===== config.mk =====
export PLATFORM = sky130hd
export DESIGN_NAME = ticket_lock_unit
export DESIGN_NICKNAME = d
export VERILOG_FILES = /design/src/rtl/tkl_pkg.sv /design/src/rtl/tkl_issue.sv /design/src/rtl/tkl_slot.sv /design/src/rtl/tkl_count.sv /design/src/rtl/ticket_lock_unit.sv
export SDC_FILE = /design/constraint.sdc
export NUM_CORES = 1
export LEC_CHECK = 0
export ABC_CLOCK_PERIOD_IN_PS = 5240
export BUFFER_PORTS_ARGS = -buffer_cell sky130_fd_sc_hd__buf_4
export CAP_MARGIN = 5
export CORE_ASPECT_RATIO = 0.7
export CORE_MARGIN = 5
export CORE_UTILIZATION = 30
export DETAILED_ROUTE_END_ITERATION = 8
export GPL_ROUTABILITY_DRIVEN = 1
export PLACE_DENSITY = 0.53
export SLEW_MARGIN = 5
export SYNTH_ARGS = -nofsm -noshare
export SYNTH_HDL_FRONTEND = slang
export SYNTH_HIERARCHICAL = 1
export SYNTH_SLANG_ARGS = --single-unit

===== constraint.sdc =====
create_clock -name clk -period 5.24 [get_ports clk]
set_input_delay 1.048 -clock clk [delete_from_list [all_inputs] [get_ports clk]]
set_output_delay 1.048 -clock clk [all_outputs]
set_load 0.02 [all_outputs]

===== src/rtl/tkl_pkg.sv =====
package tkl_pkg;

  // modulo-2^w addition used for ticket arithmetic
  function automatic int unsigned ring_add(input int unsigned a,
                                           input int unsigned b,
                                           input int unsigned w);
    ring_add = (a + b) & ((32'd1 << w) - 32'd1);
  endfunction

  // number of tickets still outstanding between serving and next
  function automatic int unsigned ring_span(input int unsigned nxt,
                                            input int unsigned srv,
                                            input int unsigned w);
    ring_span = (nxt - srv) & ((32'd1 << w) - 32'd1);
  endfunction

  // ticket-capacity check: N requesters need N <= 2^w - 1
  function automatic bit width_ok(input int unsigned n, input int unsigned w);
    width_ok = (n <= ((32'd1 << w) - 32'd1));
  endfunction

endpackage


===== src/rtl/tkl_issue.sv =====
module tkl_issue #(
  parameter int N_REQ = 4,
  parameter int TKT_W = 4,
  localparam int CW   = $clog2(N_REQ + 1)
) (
  input  logic [N_REQ-1:0]             idle,
  input  logic [N_REQ-1:0]             acq,
  input  logic [N_REQ-1:0]             try_in,
  input  logic                         lock_free,
  output logic [N_REQ-1:0]             take,
  output logic [N_REQ-1:0]             fail,
  output logic [N_REQ-1:0][TKT_W-1:0]  offset,
  output logic [CW-1:0]                take_cnt
);

  always_comb begin
    int cnt;
    cnt = 0;
    for (int i = 0; i < N_REQ; i++) begin
      take[i]   = 1'b0;
      fail[i]   = 1'b0;
      offset[i] = TKT_W'(cnt);
      if (idle[i] && acq[i]) begin
        take[i] = 1'b1;
      end else if (idle[i] && try_in[i] && lock_free && cnt == 0) begin
        take[i] = 1'b1;
      end else if (try_in[i] && !acq[i]) begin
        fail[i] = 1'b1;
      end
      if (take[i]) cnt = cnt + 1;
    end
    take_cnt = CW'(cnt);
  end

endmodule


===== src/rtl/tkl_slot.sv =====
module tkl_slot #(
  parameter int TKT_W = 4
) (
  input  logic             clk,
  input  logic             rst_n,
  input  logic             load,
  input  logic [TKT_W-1:0] tkt_in,
  input  logic             clear,
  input  logic [TKT_W-1:0] serving,
  output logic             valid,
  output logic             held,
  output logic             queued
);

  logic [TKT_W-1:0] tkt_q;

  always_ff @(posedge clk or negedge rst_n) begin
    if (!rst_n) begin
      valid <= 1'b0;
      tkt_q <= '0;
    end else if (load) begin
      valid <= 1'b1;
      tkt_q <= tkt_in;
    end else if (clear) begin
      valid <= 1'b0;
    end
  end

  assign held   = valid && (tkt_q == serving);
  assign queued = valid && (tkt_q != serving);

endmodule


===== src/rtl/tkl_count.sv =====
module tkl_count #(
  parameter int N_REQ = 4,
  parameter int TKT_W = 4,
  localparam int CW   = $clog2(N_REQ + 1)
) (
  input  logic             clk,
  input  logic             rst_n,
  input  logic [CW-1:0]    take_cnt,
  input  logic             advance,
  output logic [TKT_W-1:0] next_tkt,
  output logic [TKT_W-1:0] serving,
  output logic             lock_free
);
  import tkl_pkg::*;

  always_ff @(posedge clk or negedge rst_n) begin
    if (!rst_n) begin
      next_tkt <= '0;
      serving  <= '0;
    end else begin
      next_tkt <= TKT_W'(ring_add(int'(next_tkt), int'(take_cnt), TKT_W));
      if (advance) serving <= TKT_W'(ring_add(int'(serving), 1, TKT_W));
    end
  end

  assign lock_free = (next_tkt == serving);

endmodule


===== src/rtl/ticket_lock_unit.sv =====
module ticket_lock_unit #(
  parameter int N_REQ = 4,
  parameter int TKT_W = 4
) (
  input  logic             clk,
  input  logic             rst_n,
  input  logic [N_REQ-1:0] acq_req,
  input  logic [N_REQ-1:0] try_req,
  input  logic [N_REQ-1:0] rel_req,
  output logic [N_REQ-1:0] own,
  output logic [N_REQ-1:0] wait_q,
  output logic [N_REQ-1:0] try_nak,
  output logic             rel_bad
);
  import tkl_pkg::*;

  localparam int CW = $clog2(N_REQ + 1);

  generate
    if (!width_ok(N_REQ, TKT_W)) begin : g_bad_width
      $error("ticket width too small for requester count");
    end
  endgenerate

  logic [N_REQ-1:0]            valid_v;
  logic [N_REQ-1:0]            take_v;
  logic [N_REQ-1:0]            fail_v;
  logic [N_REQ-1:0][TKT_W-1:0] offs_v;
  logic [CW-1:0]               take_cnt;
  logic [TKT_W-1:0]            next_tkt;
  logic [TKT_W-1:0]            serving;
  logic                        lock_free;
  logic [N_REQ-1:0]            rel_ok_v;
  logic                        rel_err_d;
  logic                        advance;

  assign rel_ok_v  = rel_req & own;
  assign advance   = |rel_ok_v;
  assign rel_err_d = |(rel_req & ~own);

  tkl_issue #(.N_REQ(N_REQ), .TKT_W(TKT_W)) i_issue (
    .idle      (~valid_v),
    .acq       (acq_req),
    .try_in    (try_req),
    .lock_free (lock_free),
    .take      (take_v),
    .fail      (fail_v),
    .offset    (offs_v),
    .take_cnt  (take_cnt)
  );

  tkl_count #(.N_REQ(N_REQ), .TKT_W(TKT_W)) i_count (
    .clk       (clk),
    .rst_n     (rst_n),
    .take_cnt  (take_cnt),
    .advance   (advance),
    .next_tkt  (next_tkt),
    .serving   (serving),
    .lock_free (lock_free)
  );

  generate
    for (genvar g = 0; g < N_REQ; g++) begin : g_slot
      logic [TKT_W-1:0] tkt_new;
      assign tkt_new = TKT_W'(ring_add(int'(next_tkt), int'(offs_v[g]), TKT_W));
      tkl_slot #(.TKT_W(TKT_W)) i_slot (
        .clk     (clk),
        .rst_n   (rst_n),
        .load    (take_v[g]),
        .tkt_in  (tkt_new),
        .clear   (rel_ok_v[g]),
        .serving (serving),
        .valid   (valid_v[g]),
        .held    (own[g]),
        .queued  (wait_q[g])
      );
    end
  endgenerate

  always_ff @(posedge clk or negedge rst_n) begin
    if (!rst_n) begin
      try_nak <= '0;
      rel_bad <= 1'b0;
    end else begin
      try_nak <= fail_v;
      rel_bad <= rel_err_d;
    end
  end

endmodule


Yosys cells after proc, flatten, opt, wreduce, memory -nomap -nowiden
Index checks and enable logic that the tools add are counted.

storage, ports and cells
  bits of input ports = 14
  ROM bits = 0
  memory bits (writable) = 0
  memories = 0
  latch bits = 0
  register bits = 33

cells by class
  eq/ne operators = 9
  mux-type cells = 32
  $lt $le $gt $ge = 0
  reduce and logical (&&, ||, !) cells = 40
  div/mod/pow operators = 0
  multipliers = 0
  shift-type cells = 0
  bitwise logic cells = 4
  add/subtract/negate cells = 8

operators with widths
  operator                 number
  $logic_not A32 Y1        3
  $mux W32                 2
  $add A32 B2 Y32 const B  1
  $mux W1                  29
  $logic_and A1 B1 Y1      27
  $eq A4 B4 Y1             5
  $ne A4 B4 Y1             4
  $add A4 B4 Y4            3
  $and A4 B4 Y4            2
  $not A4 Y4               2
  $reduce_bool A2 Y1       4
  $reduce_or A4 Y1         2
  $add A4 B1 Y4 const B    1
  $add A4 B3 Y4            1
  $logic_not A1 Y1         4
  $add A3 B2 Y3 const B    1
  $mux W3                  1
  $add A1 B1 Y2 const B    1

Logic depth before layout (Yosys ltp)
  word-level depth = 22
  depth in mapped cells = 17
  depth with buffers taken out = 17

Modules after synthesis
The synthesis kept the hierarchy.

by module, submodules not included
  module            times used  cells an instance  area an instance (um^2)
  tkl_slot          4           18                 241.5
  ticket_lock_unit  1           63                 618.1
  tkl_count         1           28                 399.1
  tkl_issue         1           52                 382.9

Worst setup path after synthesis
Ideal clock, no wire load.

  kind = register to register
  start point = reg i_count.next_tkt[1]
  end point = reg i_count.next_tkt[3]
  arrival = 4.160 ns
  stages on the path, launching flop included = 18
  period minus slack after synthesis = 4.240 ns
  required time = 5.160 ns
  path slack = 1.000 ns
  cells stage by stage = dfrtp_1 xor2_1 nor4_2 and4_2 a21oi_1 ha_1 a31oi_1 and2b_2 xor2_1 inv_1 ha_1 nand4_2 o21ai_2 mux2_4 ha_1 a21o_1 a21oi_2 xnor2_1

RTL lines
  element                   RTL line         source
  start: declaration        tkl_count.sv:10  output logic [TKT_W-1:0] next_tkt,
  start signal: assignment  tkl_count.sv:21  next_tkt <= TKT_W'(ring_add(int'(next_tkt), int'(take_cnt), TKT_W));

==> run_results.csv <==
group,metric,value,unit
min_path,hold_class,"reg2reg",
clock_network,clk_path_buf_depth,2,
final_layout,insertedDiodeCount,0,
sta,rsz0062_at_grt,"no",
final_layout,drive_above_1_share,0.2610,
sta,worstMarginPinSlew,0.5411,ns
logic_synthesis,synth_warnings,6,
floorplan,io_pins,27,
logic_synthesis,synth_top_area_cell,"dfrtp_1",
clock_network,cts_setup_buffers,0,
clock_network,cts_hold_buf,0,
grt,grtUsageTotal,0.1106,
logic_synthesis,synth_seq_area_share,0.3490,
clock_network,cts_tree,"yes",
floorplan,die_w,116.1,um
flow_run,drv_cap,0,
detailed_routing,via_per_inst,4.306,
floorplan,fp-row-count,27,
clock_network,clk_latency,0.28,ns
logic_synthesis,synthFlopType,"dfrtp_1",
placed_design,dpl_cell_area,2654,um^2
critical_path,required,5.39,ns
sta,post-route-period-util,0.8627,
detailed_routing,dr.first_iter.drc_count,64,
detailed_routing,ant_nets,0,
final_layout,fin_util,0.3591,
grt,grt_use_met1,0.1723,
logic_synthesis,netlist_area,2366,um^2
clock_network,clock-root-buffer,"clkbuf_16",
pwr,p_int,966.8,uW
logic_synthesis,syn_inst,215,
grt,top_usage_layer,"met1",
clock_network,htree_num_levels,2,
pwr,fin_total_pwr,1648,uW
sta,finalSetupTns,0,ns
logic_synthesis,ys_seq_elements,33,
clock_network,cts_sinks,33,
sta,finalSetupViolCount,0,
pwr,power_frac_comb,0.505,
floorplan,die_h,84.30,um
detailed_routing,drc_errors,0,
detailed_routing,vias,1507,
logic_synthesis,synth_top_area_frac,0.3490,
critical_path,path_max_fanout,10,
sta,hold_viol,0,
clock_network,postCtsResizedCells,0,
status,outcome,"finished, final reports clean",
critical_path,cp-start-kind,"flop",
final_layout,synthToLayoutAreaGrowth,17.93,%
critical_path,critPathKind,"reg2reg",
grt,antenna_found_initial,0,
placed_design,port_buffers,26,
pwr,p_per_area,590.8,nW/um^2
sta,timing.final.crit_period,4.520,ns
grt,use_met3,0.04035,
pwr,pwr-share-seq,0.326,
logic_synthesis,yosys-top-cells-area,"dfrtp_1, xor2_1, ha_1",
logic_synthesis,synth.distinct_cells,40,
grt,grt_pass1_vias,1543,
sta,relSlewSlack,0.6393,
detailed_routing,wirelength,4943,um
sta,max_freq,221.2,MHz
clock_network,clk_pin_slew,0.05,ns
critical_path,cp.arrival,4.67,ns
placed_design,gp_congestion,0.8215,
grt,overflow,0,
final_layout,nNetsFinal,287,
pwr,leakage,0.001359,uW
floorplan,start_util,0.3045,
placed_design,dpl.hpwl,3841,um
final_layout,nFillCells,789,
logic_synthesis,yosys-top-cells-count,"dfrtp_1, xor2_1, inv_1",
logic_synthesis,syn_area_per_cell,11.00,um^2
logic_synthesis,synth-edff-count,0,
floorplan,core-area,7770,um^2
clock_network,cts_inserted_buffers,5,
pwr,clkPwrFrac,0.169,
pwr,p_switching,681.6,uW
grt,grt_pass1_wl,8280,um
final_layout,stdcell_area,2790,um^2
logic_synthesis,postSynth.asyncResetShare,1.000,
sta,slew_viol_final,0,
pwr,swShare,0.4135,
floorplan,die_area,9791,um^2
grt,gr-usage-met2,0.1405,
pwr,ir_worst_vdd,0.2542,mV
logic_synthesis,yosysMostFrequentCell,"dfrtp_1",
detailed_routing,wire_per_inst,14.12,um
sta,skew,0.002921,ns
critical_path,worstSetupEndpointType,"flop",
grt,grt_max_degree,34,
detailed_routing,drt-pass1-iter-count,4,
## registers in the layout, indices dropped and copies added (netlist names)
name / count
g_slot.i_slot/tkt_q: 16
g_slot.i_slot/valid: 4
i_count/next_tkt: 4
i_count/serving: 4
rel_bad: 1
try_nak: 4
## power by group through the flow
| stage | Sequential [uW] | Combinational [uW] | Clock [uW] |
|---|---|---|---|
| final | 538 | 832 | 279 |
| after global routing | 561 | 942 | 301 |
| after CTS | 544 | 840 | 288 |
| after detailed placement | 548 | 838 | 0 |
| after global placement | 546 | 820 | 0 |
| after floorplan | 487 | 644 | 0 |
## worst max-delay path, stage by stage (launching register included)
cell and delay (ns):
dfrtp_1 0.68, xor2_1 0.14, nor4_2 0.29, buf_4 0.19
and4_2 0.22, a21oi_1 0.06, ha_1 0.21, a31oi_1 0.25
and2b_2 0.32, xor2_1 0.28, inv_1 0.08, ha_1 0.21
nand4_2 0.14, mux4_2 0.53, o21ai_1 0.14, ha_1 0.22
fa_1 0.42
## layout make-up
cell class,count,area (um^2),area share
Multi-Input combinational cell,155,1398,0.5009
Sequential cell,33,825.8,0.2960
Timing Repair Buffer,28,210.2,0.07534
Clock buffer,8,136.4,0.04888
Tap cell,101,126.4,0.04529
Inverter,25,93.84,0.03363
## cell usage in the layout (no fill, tap or decap), types with 2 or more instances in the layout
| cell type | count |
|---|---|
| a21o_1 | 9 |
| a21o_2 | 2 |
| a21oi_1 | 7 |
| a31oi_1 | 2 |
| and2_1 | 7 |
| buf_4 | 28 |
| clkbuf_1 | 3 |
| clkbuf_16 | 5 |
| conb_1 | 10 |
| dfrtp_1 | 33 |
| fa_1 | 5 |
| ha_1 | 20 |
| inv_1 | 25 |
| mux2_2 | 16 |
| nand2_1 | 5 |
| nand2b_1 | 2 |
| nor2b_1 | 4 |
| nor3b_1 | 2 |
| nor4_2 | 5 |
| xnor2_1 | 9 |
| xor2_1 | 29 |
## metrics by stage
stage	setup WS, ns	std cells	hold slack [ns]
5_1_grt	0.3681	350	0.5304
3_5_place_dp	0.7071	342	0.4996
3_3_place_gp	0.7512	342	0.4991
4_1_cts	0.7073	350	0.5116
2_1_floorplan	1.000	224	0.4774
6_report	0.7197	350	0.5069
## cell families (layout without fill, tap and decap cells)
family / count (synthesis) / count (layout) / synth area share
muxes: 19 / 19 / 0.09677
AOI/OAI and AO/OA: 29 / 29 / 0.08514
buffers and inverters: 36 / 61 / 0.07456
and+or+nand+nor: 34 / 34 / 0.1042
xor gates and xnor gates: 38 / 38 / 0.1407
other: 1 / 10 / 0.001585
adders and majority gates: 25 / 25 / 0.1481
DFF: 33 / 33 / 0.3490
## worst paths after layout
check,depth (start not counted),endpoint,from,slack (ns)
worst min-delay path,1,g_slot[0].i_slot/valid,g_slot[0].i_slot/valid,0.51
worst max-delay path,16,i_count/next_tkt[1],i_count/next_tkt[1],0.72
min in group asynchronous,1,rel_bad,rst_n,0.71
max in group asynchronous,1,i_count/next_tkt[3],rst_n,4.20
worst max register to register,16,i_count/next_tkt[1],i_count/next_tkt[1],0.72
worst min register to register,1,g_slot[0].i_slot/valid,g_slot[0].i_slot/valid,0.51
## per-layer routing
layer / routed length, um / vias up
met3: 338 / 4
met1: 2726 / 705
met2: 1850 / 29
li1: - / 769
met5: 0 / -
met4: 27 / 0
Power figures use the tool's default switching activity.
